<file path="src/rtl/dbm_pkg.sv">
package dbm_pkg;

  typedef enum logic [1:0] {
    RGN_NONE   = 2'd0,
    RGN_SFR    = 2'd1,
    RGN_PRIV   = 2'd2,
    RGN_SHARED = 2'd3
  } region_e;

  // Sort one access by bank and offset.
  function automatic region_e classify(input logic bank_hi, input int off,
                                       input int sfr_span, input int bank_span,
                                       input int shared_span);
    region_e r;
    if (bank_hi)
      r = RGN_NONE;
    else if (off < sfr_span)
      r = RGN_SFR;
    else if (off >= bank_span - shared_span)
      r = RGN_SHARED;
    else
      r = RGN_PRIV;
    return r;
  endfunction

  // Physical RAM row: bank0 private, bank1 private, then the shared window.
  function automatic int phys_row(input logic bank_lo, input region_e r, input int off,
                                  input int sfr_span, input int bank_span,
                                  input int shared_span);
    int priv_span;
    int row;
    priv_span = bank_span - sfr_span - shared_span;
    case (r)
      RGN_PRIV:   row = (bank_lo ? priv_span : 0) + (off - sfr_span);
      RGN_SHARED: row = 2 * priv_span + (off - (bank_span - shared_span));
      default:    row = 0;
    endcase
    return row;
  endfunction

endpackage

</file>
<file path="src/rtl/dbm_decode.sv">
module dbm_decode
  import dbm_pkg::*;
#(
  parameter int ADDR_W      = 7,
  parameter int SFR_SPAN    = 32,
  parameter int SHARED_SPAN = 16,
  parameter logic [SFR_SPAN-1:0] MIRROR_MASK = '0,
  parameter int IDX_W       = 8,
  parameter int SFR_W       = 5
) (
  input  logic [1:0]        bank_sel,
  input  logic [ADDR_W-1:0] reg_addr,
  output region_e           region,
  output logic [IDX_W-1:0]  ram_idx,
  output logic              sfr_sel,
  output logic              sfr_bank,
  output logic [SFR_W-1:0]  sfr_addr
);
  localparam int BANK_SPAN = 1 << ADDR_W;

  logic mirrored;

  always_comb begin
    region   = classify(bank_sel[1], int'(reg_addr), SFR_SPAN, BANK_SPAN, SHARED_SPAN);
    ram_idx  = IDX_W'(phys_row(bank_sel[0], region, int'(reg_addr),
                               SFR_SPAN, BANK_SPAN, SHARED_SPAN));
    sfr_sel  = (region == RGN_SFR);
    sfr_addr = reg_addr[SFR_W-1:0];
    mirrored = MIRROR_MASK[reg_addr[SFR_W-1:0]];
    sfr_bank = bank_sel[0] & ~mirrored;
  end

endmodule

</file>
<file path="src/rtl/dbm_gpr_ram.sv">
module dbm_gpr_ram #(
  parameter int DEPTH  = 176,
  parameter int IDX_W  = 8,
  parameter int DATA_W = 8
) (
  input  logic              clk,
  input  logic              rst_n,
  input  logic              we,
  input  logic [IDX_W-1:0]  idx,
  input  logic [DATA_W-1:0] wdata,
  output logic [DATA_W-1:0] rdata
);
  logic [DATA_W-1:0] cells [DEPTH];

  always_ff @(posedge clk or negedge rst_n) begin
    if (!rst_n) begin
      for (int i = 0; i < DEPTH; i++) cells[i] <= '0;
    end else if (we) begin
      cells[idx] <= wdata;
    end
  end

  assign rdata = cells[idx];

endmodule

</file>
<file path="src/rtl/dbm_read_mux.sv">
module dbm_read_mux
  import dbm_pkg::*;
#(
  parameter int DATA_W = 8
) (
  input  region_e           region,
  input  logic [DATA_W-1:0] ram_rdata,
  input  logic [DATA_W-1:0] sfr_rdata,
  output logic [DATA_W-1:0] rd_data
);
  always_comb begin
    unique case (region)
      RGN_PRIV, RGN_SHARED: rd_data = ram_rdata;
      RGN_SFR:              rd_data = sfr_rdata;
      default:              rd_data = '0;
    endcase
  end
endmodule

</file>
<file path="src/rtl/dbm_top.sv">
module dbm_top
  import dbm_pkg::*;
#(
  parameter int ADDR_W      = 7,
  parameter int DATA_W      = 8,
  parameter int SFR_SPAN    = 32,
  parameter int SHARED_SPAN = 16,
  parameter logic [SFR_SPAN-1:0] MIRROR_MASK = 32'h0000_008B,
  parameter int SFR_W       = $clog2(SFR_SPAN)
) (
  input  logic              clk,
  input  logic              rst_n,
  input  logic [1:0]        bank_sel,
  input  logic [ADDR_W-1:0] reg_addr,
  input  logic              wr_en,
  input  logic [DATA_W-1:0] wr_data,
  output logic [DATA_W-1:0] rd_data,
  output logic              sfr_sel,
  output logic [SFR_W-1:0]  sfr_addr,
  output logic              sfr_bank,
  output logic              sfr_wr_en,
  output logic [DATA_W-1:0] sfr_wr_data,
  input  logic [DATA_W-1:0] sfr_rd_data
);
  localparam int BANK_SPAN = 1 << ADDR_W;
  localparam int PRIV_SPAN = BANK_SPAN - SFR_SPAN - SHARED_SPAN;
  localparam int RAM_DEPTH = 2 * PRIV_SPAN + SHARED_SPAN;
  localparam int IDX_W     = $clog2(RAM_DEPTH);

  region_e           region;
  logic [IDX_W-1:0]  ram_idx;
  logic [DATA_W-1:0] ram_rdata;
  logic              gpr_hit;
  logic              ram_we;

  dbm_decode #(
    .ADDR_W(ADDR_W), .SFR_SPAN(SFR_SPAN), .SHARED_SPAN(SHARED_SPAN),
    .MIRROR_MASK(MIRROR_MASK), .IDX_W(IDX_W), .SFR_W(SFR_W)
  ) decode_i (
    .bank_sel(bank_sel), .reg_addr(reg_addr), .region(region),
    .ram_idx(ram_idx), .sfr_sel(sfr_sel), .sfr_bank(sfr_bank), .sfr_addr(sfr_addr)
  );

  assign gpr_hit     = (region == RGN_PRIV) || (region == RGN_SHARED);
  assign ram_we      = wr_en & gpr_hit;
  assign sfr_wr_en   = wr_en & sfr_sel;
  assign sfr_wr_data = wr_data;

  dbm_gpr_ram #(.DEPTH(RAM_DEPTH), .IDX_W(IDX_W), .DATA_W(DATA_W)) ram_i (
    .clk(clk), .rst_n(rst_n), .we(ram_we), .idx(ram_idx),
    .wdata(wr_data), .rdata(ram_rdata)
  );

  dbm_read_mux #(.DATA_W(DATA_W)) mux_i (
    .region(region), .ram_rdata(ram_rdata), .sfr_rdata(sfr_rd_data), .rd_data(rd_data)
  );

endmodule

</file>
<file path="config.mk">
export PLATFORM = sky130hd
export DESIGN_NAME = dbm_top
export DESIGN_NICKNAME = d
export VERILOG_FILES = /design/src/rtl/dbm_pkg.sv /design/src/rtl/dbm_decode.sv /design/src/rtl/dbm_gpr_ram.sv /design/src/rtl/dbm_read_mux.sv /design/src/rtl/dbm_top.sv
export SDC_FILE = /design/constraint.sdc
export NUM_CORES = 2
export LEC_CHECK = 0
export BUFFER_PORTS_ARGS = -buffer_cell sky130_fd_sc_hd__buf_2
export CORE_ASPECT_RATIO = 1.5
export CORE_MARGIN = 4
export CORE_UTILIZATION = 45
export CTS_CLUSTER_SIZE = 14
export DETAILED_ROUTE_END_ITERATION = 6
export PLACE_DENSITY = 0.63
export SYNTH_ARGS = -nofsm -noshare
export SYNTH_HDL_FRONTEND = slang
export SYNTH_SLANG_ARGS = --single-unit
</file>
<file path="constraint.sdc">
create_clock -name clk -period 9 [get_ports clk]
set_input_delay 0.9 -clock clk [delete_from_list [all_inputs] [get_ports clk]]
set_output_delay 0.9 -clock clk [all_outputs]
set_load 0.005 [all_outputs]
</file>
==> out/results.txt <==
CP Max Fanout - 66
Remaining Overflow, GRT - 0
final slew viol count - 0
post-synthesis sequential area ratio - 52.8%
Die W - 322 um
Finished Layout Cells - 7239
library cells used by synthesis - 80
syn nets - 5390
share of cells above drive strength 1 - 36.7%
Layout area overhead - 10.0%
DRC - 1
max reg flops - 1408
Worst EP required - 8100 ps
initial antenna violation count - 6
Port Buf Inserts - 51
Max Cap Viol - 0
crit path time final - 6360 ps
RSZ-0062 raised after global routing - no
final hold vios - 0
Pleak - 35.3 nW
Total GRT Usage - 29.4%
top flop regs - ram_i.cells x1408
Post-synth top cells - dfrtp_1, mux2_2, a21oi_1
Worst Clk Skew - 0 ps
NumNets Final - 5255
Synth Instances - 5356
top post-synthesis cells by area - dfrtp_1, mux2_2, mux2i_1
Setup violations, final - 0
Worst Setup End Kind - output port
syn_area_per_cell - 12.5 um^2
I/O pins - 52
Skew-Pair Late Insertion Delay - 800 ps
CTS Buf Count - 138
Setup Crit Path Kind - input port to output port
Placed Cells - 6995
starting density of the core - 45.4%
hpwl dp - 146000 um
WL final - 230000 um
Async SR Flop Fraction - 100%
DR pass1 iterations - 7
overall power - 14.2 mW
Worst VDD drop - 0.213 mV
# H-tree levels - 4
setup total negative slack - 0 ps
post-DR vias/cell - 6.46
WL/cell - 31.8 um
area of the multi-input gates - 29700 um^2
# fillers - 12800
status - complete, but fails checks
violated checks - DRC
Bufs on Longest Clock Path - 3
Placer Congestion - 0.961
Hold Buf Count CTS - 0
most frequent cell after synthesis - dfrtp_1
Post-synth EDFFs - 0
power density over cell area - 193 nW/um^2
die height - 480 um
num rows - 172
yosys warns - 0
first-pass GRT wire length - 335000 um
Die ar. - 155000 um^2
vias after detailed routing - 46800
DRT iter0 DRCs - 4596
Root Buffer - clkbuf_16
Startpoint Class - input port
Worst-path clk slew - 60 ps
Core ar. - 147000 um^2
Antenna Nets Post-Route - 0
FF+latch area - 35200 um^2
cts repair resizes - 0
Seq cells post-synth - 1408
CTS Sinks - 1408
Worst Path Arrival - 5460 ps
cell taking the most area after synthesis - dfrtp_1
vias in the first global route - 47200
CTS tree - done
Fin Hold WS - 141 ps
Max Clk Rate - 0.157 GHz
worst hold-check path type - input port to async pin
Relative slew margins - 3.88%
Biggest register - ram_i.cells
final period utilization - 70.7%
Post-Synthesis Cell Area - 66800 um^2
largest net degree at the start of global routing - 177
Yosys top cell area share - 52.8%
slew at the pin closest to its max-slew limit - 1410 ps
top_reg_cell synth - dfrtp_1
Post-CTS Setup Bufs - 0
through the flow:
step	setup slack [ps]	cell area, um^2	util, %
after floorplan	4210	66800	-
after global placement	2380	68900	46.9
after detailed placement	2860	68900	46.9
after CTS	2840	73400	50.0
after global routing	2640	73400	50.0
final	2640	73400	50.0
worst max-delay path, stage by stage:
cell	delay, ps
buf_8	180
or4_4	680
o32ai_4	250
mux2i_4	280
buf_4	520
o221ai_1	440
a211oi_1	670
o22ai_1	250
a211o_1	350
a22oi_1	510
buf_2	220
where the power goes:
| part | internal [mW] | total, mW | switching (mW) |
|---|---|---|---|
| clock network | 3.39 | 5.95 | 2.55 |
| logic | 0.497 | 1.52 | 1.03 |
| registers | 6.59 | 6.73 | 0.137 |
| total | 10.5 | 14.2 | 3.72 |
worst paths after layout:
kind                             startpoint          endpoint  slack (ps)  cells past startpoint
setup / recovery                reg_addr[1]        rd_data[5]        2640                     11
hold / removal                        rst_n  ram_i.cells[928]         140                      1
setup reg to reg           ram_i.cells[897]  ram_i.cells[897]        8130                      1
hold reg to reg            ram_i.cells[643]  ram_i.cells[643]         490                      1
max in group asynchronous             rst_n  ram_i.cells[619]        6530                      3
min in group clk           ram_i.cells[643]  ram_i.cells[643]         490                      1
area by class of cell:
class | count | share of cell area (%)
Inverter | 24 | 0.128
Multi-Input combinational cell | 3483 | 40.5
Sequential cell | 1408 | 48.0
Clock inverter | 39 | 0.620
Antenna cell | 2 | 0.00681
Tap cell | 1914 | 3.26
Clock buffer | 203 | 5.59
Timing Repair Buffer | 166 | 1.93
cell families (layout without fill, tap and decap cells):
| kind of cell | count (synthesis) | after routing | synth area share, % |
|---|---|---|---|
| flops | 1408 | 1408 | 52.8 |
| buf+inv | 465 | 432 | 2.87 |
| xor+xnor | 1 | 1 | 0.0131 |
| other cells | 0 | 2 | 0 |
| compound gates | 954 | 954 | 9.35 |
| fa+ha+maj | 6 | 6 | 0.124 |
| simple gates | 776 | 776 | 5.50 |
| mux | 1746 | 1746 | 29.4 |
per-layer routing:
metal | share of wire [%] | vias up | global-route usage [%]
met5 | 0.0048 | - | 0
met4 | 8.7 | 2 | 21.3
met3 | 7.1 | 755 | 5.75
met2 | 46 | 2103 | 46.6
met1 | 38 | 24600 | 35.9
li1 | - | 19300 | -
cells in the final DEF (no fill, tap or decap), types with 11 or more instances in the layout:
| master | netlist | routed |
|---|---|---|
| nand4_1 | 14 | 14 |
| buf_2 | 67 | 40 |
| nor2_4 | 29 | 34 |
| a221oi_1 | 29 | 29 |
| and3_1 | 13 | 13 |
| mux2_2 | 1407 | 1407 |
| inv_1 | 22 | 21 |
| nor3_1 | 35 | 32 |
| o2111ai_1 | 11 | 11 |
| buf_4 | 23 | 98 |
| nand2_2 | 24 | 27 |
| clkbuf_8 | 0 | 32 |
| mux4_2 | 22 | 22 |
| nand3_1 | 51 | 50 |
| a31oi_1 | 28 | 28 |
| o211ai_1 | 24 | 24 |
| nor2b_1 | 14 | 14 |
| a21oi_1 | 318 | 318 |
| o22ai_1 | 179 | 179 |
| clkbuf_16 | 0 | 142 |
| o21ai_0 | 94 | 94 |
| o221ai_1 | 68 | 68 |
| dfrtp_1 | 1408 | 1408 |
| nand2b_1 | 14 | 13 |
| buf_12 | 0 | 18 |
| mux2_1 | 66 | 66 |
| nand2_1 | 194 | 191 |
| clkbuf_1 | 305 | 29 |
| nor2_1 | 309 | 297 |
| a2bb2oi_1 | 36 | 36 |
| a22oi_1 | 26 | 26 |
| nor2_2 | 45 | 52 |
| a211oi_1 | 47 | 47 |
| clkinv_2 | 0 | 21 |
| mux2i_1 | 250 | 249 |
No activity file was read; power rests on OpenSTA's default activity.
